File: config.mk
export PLATFORM = sky130hd
export DESIGN_NAME = simd_interleave_unit
export DESIGN_NICKNAME = d
export VERILOG_FILES = /design/src/rtl/simd_interleave_pkg.sv /design/src/rtl/ilv_lane.sv /design/src/rtl/simd_interleave_unit.sv
export SDC_FILE = /design/constraint.sdc
export NUM_CORES = 1
export LEC_CHECK = 0
export BUFFER_PORTS_ARGS = -buffer_cell sky130_fd_sc_hd__buf_4
export CAP_MARGIN = 10
export CORE_AREA = 2 2 153 155
export CTS_BUF_LIST = sky130_fd_sc_hd__clkbuf_4
export DETAILED_ROUTE_END_ITERATION = 10
export DIE_AREA = 0 0 155 157
export HOLD_SLACK_MARGIN = 0.1
export PLACE_DENSITY_LB_ADDON = 0.1
export SLEW_MARGIN = 20
export SYNTH_ARGS = -nofsm -noshare
export SYNTH_HDL_FRONTEND = slang
export SYNTH_SLANG_ARGS = --single-unit
File: constraint.sdc
create_clock -name clk -period 1.7 [get_ports clk]
set_input_delay 0.34 -clock clk [delete_from_list [all_inputs] [get_ports clk]]
set_output_delay 0.34 -clock clk [all_outputs]
set_load 0.01 [all_outputs]
File: src/rtl/simd_interleave_pkg.sv
package simd_interleave_pkg;
    localparam int NUM_SIZES = 4;

    typedef enum logic [1:0] {
        ESZ_BYTE  = 2'b00,
        ESZ_WORD  = 2'b01,
        ESZ_DWORD = 2'b10,
        ESZ_QWORD = 2'b11
    } elem_size_e;

    // element width in bits for a size code
    function automatic int elem_bits(int code);
        return 8 << code;
    endfunction
endpackage

File: src/rtl/ilv_lane.sv
// Interleaves one element size for both halves and picks the half.
module ilv_lane #(
    parameter int DATA_W = 128,
    parameter int ELEM_W = 8
) (
    input  logic [DATA_W-1:0] a,
    input  logic [DATA_W-1:0] b,
    input  logic              hi,
    output logic [DATA_W-1:0] y
);
    localparam int NUM_ELEM = DATA_W / ELEM_W;
    localparam int HALF     = NUM_ELEM / 2;

    logic [DATA_W-1:0] y_lo;
    logic [DATA_W-1:0] y_hi;

    for (genvar k = 0; k < HALF; k++) begin : g_pair
        assign y_lo[(2*k)*ELEM_W   +: ELEM_W] = a[k*ELEM_W +: ELEM_W];
        assign y_lo[(2*k+1)*ELEM_W +: ELEM_W] = b[k*ELEM_W +: ELEM_W];
        assign y_hi[(2*k)*ELEM_W   +: ELEM_W] = a[(HALF+k)*ELEM_W +: ELEM_W];
        assign y_hi[(2*k+1)*ELEM_W +: ELEM_W] = b[(HALF+k)*ELEM_W +: ELEM_W];
    end

    assign y = hi ? y_hi : y_lo;
endmodule

File: src/rtl/simd_interleave_unit.sv
module simd_interleave_unit
    import simd_interleave_pkg::*;
#(
    parameter int DATA_W = 128
) (
    input  logic              clk,
    input  logic              rst,
    input  logic              in_valid,
    input  logic [2:0]        mode,
    input  logic [DATA_W-1:0] opa,
    input  logic [DATA_W-1:0] opb,
    output logic              out_valid,
    output logic [DATA_W-1:0] result
);
    typedef struct packed {
        logic              vld;
        logic [DATA_W-1:0] res;
    } state_t;

    state_t state_d;
    state_t state_q;

    logic [DATA_W-1:0] lane_y [NUM_SIZES];
    elem_size_e        size_sel;

    assign size_sel = elem_size_e'(mode[1:0]);

    for (genvar s = 0; s < NUM_SIZES; s++) begin : g_size
        ilv_lane #(
            .DATA_W (DATA_W),
            .ELEM_W (elem_bits(s))
        ) lane_i (
            .a  (opa),
            .b  (opb),
            .hi (mode[2]),
            .y  (lane_y[s])
        );
    end

    always_comb begin
        state_d     = state_q;
        state_d.vld = in_valid;
        if (in_valid) begin
            state_d.res = lane_y[size_sel];
        end
    end

    always_ff @(posedge clk) begin
        if (rst) begin
            state_q <= '0;
        end else begin
            state_q <= state_d;
        end
    end

    assign out_valid = state_q.vld;
    assign result    = state_q.res;
endmodule

==> summary.txt <==
STA
  • Period utilization: 0.8927
  • Count of pins over their slew limit: 0
  • Final min period: 1518 ps
  • Final Skew: 0 ps
  • Slew margin rel.: 0.6232
  • Post-layout worst setup margin: between 150 and 200 ps
  • Slew @ Worst Pin: between 500 and 600 ps
  • Setup violators final: 0
  • Peak Freq: between 0.6 and 0.7 GHz
  • Final setup TNS: 0 ps
  • RSZ-0062 raised after global routing: false
  • Hold Violations, Final: 0

Power
  • Sw Pwr: 2636 uW
  • Cell internal pwr: between 6000 and 7000 uW
  • Lkg Pwr: 0.005660 uW
  • Seq pwr share: 0.393
  • Clk pwr share: 0.299
  • Maximum vdd drop: roughly 320 uV
  • Power Dens Cells: 718.0 nW/um^2
  • Comb power frac: 0.308
  • Sw Ratio: 0.3049

Placement
  • GP Congestion: between 0.8 and 0.9
  • DP Wirelength: 23820 um
  • Port Buffer Count: between 300 and 400
  • DP Worst Slack: -127.0 ps
  • Dpl cell area: roughly 12000 um^2
  • Placed insts: between 1500 and 2000

Clocking
  • CTS tree: done
  • Root buf cell: clkbuf_4
  • Post-CTS Setup Bufs: 0
  • Clock-pin slew on the worst setup and hold paths: between 100 and 150 ps
  • TritonCTS Sinks: 129
  • Clock latency on the worst-skew pair: 540 ps
  • Num CTS Buffers: 17
  • Clk buf depth: 2
  • Post-CTS Resized: 0
  • H-tree levels: 4

Setup path
  • Critical path fanouts, max: 2
  • Cell family with most CP delay: flip-flops
  • Critical Path Max Stage Delay: around 460 ps
  • Worst Path Arrival: ~1200 ps
  • Crit Path Category: reg2out
  • Cells along the critical path: buf_4
  • CP max stage cell: dfxtp_1
  • Critical path required time: 1360 ps
  • CP Buf/Inv Count: 1
  • Crit end category: output port
  • CP startpoint kind: flop

Finish
  • Final core occ: 0.5351
  • Layout Area Growth over Synthesis: 50.33%
  • Layout Cell Area excl Fill: between 10000 and 15000 um^2
  • Fill count: roughly 2200
  • Final nets: 1525
  • Fraction of layout cells with a size suffix above 1: 0.4298
  • Final Non-Filler Cells: approximately 1600

Floorplan
  • Core region area: between 20000 and 25000 um^2
  • Initial core utilization: 0.3560
  • Cell Rows: 55
  • Chip height: between 150 and 200 um
  • Chip Width: 155 um
  • Die Footprint: about 24000 um^2
  • IO Pins: just under 400

Job
  • Max Cap Violations: 0

Logic synthesis
  • Post-synth cell types: 34
  • #FFs+latches synth: roughly 130
  • Syn_area_per_cell: 9.303 um^2
  • Cells after Synth: approximately 860
  • Register area share after synthesis: 0.3224
  • Net Count, Synth: ~1100
  • Yosys warnings: 0
  • Synth Cell Area: about 8000 um^2

Route
  • DR iter-0 viols: between 500 and 600
  • Vias: around 8200
  • ANT nets after route: 0
  • DR pass1 iterations: 5
  • Total length of routed wires: a little over 30000 um
  • Drt drc: 0
  • Vias per cell: 5.266
  • WL/cell: 19.89 um

GRT
  • First-pass GRT wire length: approximately 46000 um
  • Total track usage: 0.2469
  • Largest net degree at the start of global routing: 82
  • Antenna violations before repair: 1
  • Total gr overflow: 0
  • Vias in the first global route: between 7000 and 8000

Outcome
  • Outcome: finished clean

Hold path
  • Hold/Removal Path Class: in2reg
[synth_stat cells, drive strengths merged]
| cell type | n | area (um^2) |
|---|---|---|
| a21oi | 54 | 270.3 |
| a22o | 8 | 70.07 |
| o21ai | 14 | 70.06 |
| a211oi | 29 | 217.7 |
| nor2 | 135 | 509.2 |
| nor3 | 25 | 125.1 |
| a31oi | 9 | 56.30 |
| and2 | 1 | 6.260 |
| nor2b | 9 | 56.30 |
| o221ai | 8 | 70.07 |
| o22ai | 19 | 118.9 |
| a21o | 8 | 60.06 |
| inv | 1 | 3.750 |
| or2 | 1 | 6.260 |
| mux4 | 40 | 900.9 |
| nand2 | 46 | 172.7 |
| dfxtp | 129 | 2582 |
| mux2i | 153 | 1531 |
| mux2 | 21 | 236.5 |
| buf | 37 | 280.3 |
| clkinv | 1 | 3.750 |
| clkbuf | 48 | 180.2 |
| nand2b | 23 | 143.9 |
| a311oi | 18 | 157.7 |
| o211ai | 8 | 60.06 |
| nor3b | 8 | 60.06 |
| o21bai | 8 | 60.06 |
[cells in the final DEF (no fill, tap or decap), drive strengths merged]
cell type | Yosys | layout
o22ai | 19 | 19
bufinv | 0 | 5
nor3 | 25 | 25
inv | 1 | 4
clkbuf | 48 | 18
buf | 37 | 455
nor2b | 9 | 9
nand2b | 23 | 23
a21oi | 54 | 54
a31oi | 9 | 9
diode | 0 | 1
o211ai | 8 | 8
mux4 | 40 | 40
a311oi | 18 | 18
or2 | 1 | 1
o221ai | 8 | 8
mux2i | 153 | 153
dfxtp | 129 | 129
and2 | 1 | 1
o21ai | 14 | 14
dlygate4sd3 | 0 | 12
a21o | 8 | 8
clkinv | 1 | 4
clkinvlp | 0 | 3
o21bai | 8 | 8
mux2 | 21 | 21
nand2 | 46 | 46
a22o | 8 | 8
nor2 | 135 | 135
nor3b | 8 | 8
a211oi | 29 | 29
[final cells by class]
| type | instances | area, um^2 | share of cell area |
|---|---|---|---|
| clock buffer | 17 | 127.6 | 0.01060 |
| tap | 285 | 356.6 | 0.02961 |
| sequential | 129 | 2582 | 0.2145 |
| multi-input combinational | 645 | 4962 | 0.4121 |
| inverter | 2 | 7.507 | 0.0006234 |
| timing repair buffer | 468 | 3791 | 0.3148 |
| clock inverter | 14 | 211.5 | 0.01756 |
| antenna | 1 | 2.502 | 0.0002078 |
[worst register-to-register path, cell delays in order (launching register included)]
cell and delay, ps:
dfxtp_1 410, nor2_1 60, a311oi_1 230
[metal layers]
| metal | vias to the layer above | track usage | routed length [um] |
|---|---|---|---|
| met1 | 3892 | 0.3216 | 13720 |
| met3 | 24 | 0.06388 | 2198 |
| li1 | 3988 | - | - |
| met5 | - | 0 | 0 |
| met2 | 317 | 0.4163 | 14790 |
| met4 | 0 | 0.04762 | 340 |
[kinds of logic after synthesis]
family / count (synthesis) / share of synthesized area
simple gates: 248 / 0.1348
mux: 214 / 0.3332
compound gates: 183 / 0.1512
flops: 129 / 0.3224
buf+inv: 87 / 0.05842
[registers in the layout (all words and copies together) (netlist names)]
signal,flops
result,128
out_valid,1
[repair_timing]
action	CTS	global route
endpoints found under the hold margin	6	2
hold buffers	9	3
endpoints found under the setup margin	0	0
[per-stage QoR]
| stage | total power (uW) | hold WS (ps) |
|---|---|---|
| after floorplan | 4730 | 489.8 |
| after global placement | 6096 | 456.8 |
| after detailed placement | 6108 | 461.8 |
| after CTS | 8721 | 100.7 |
| after global routing | 9099 | 95.36 |
| final | 8645 | 135.8 |
[power groups by stage]
stage	combinational, uW	clock, uW	sequential [uW]
floorplan	1180	0	3550
global placement	2630	0	3460
detailed placement	2650	0	3460
CTS	2670	2650	3400
global route	2860	2810	3430
finish	2660	2580	3400
[final timing paths]
path / slack (ps) / startpoint / cells after the start / end
worst max-delay path: 180 / result[67]$_SDFFE_PP0P_ / 1 / result[67]
worst min register to register: 480 / result[54]$_SDFFE_PP0P_ / 2 / result[54]$_SDFFE_PP0P_
worst min-delay path: 140 / opb[57] / 3 / result[121]$_SDFFE_PP0P_
worst max register to register: 930 / result[91]$_SDFFE_PP0P_ / 2 / result[91]$_SDFFE_PP0P_
Note: power is estimated with default switching activity, not from simulation.
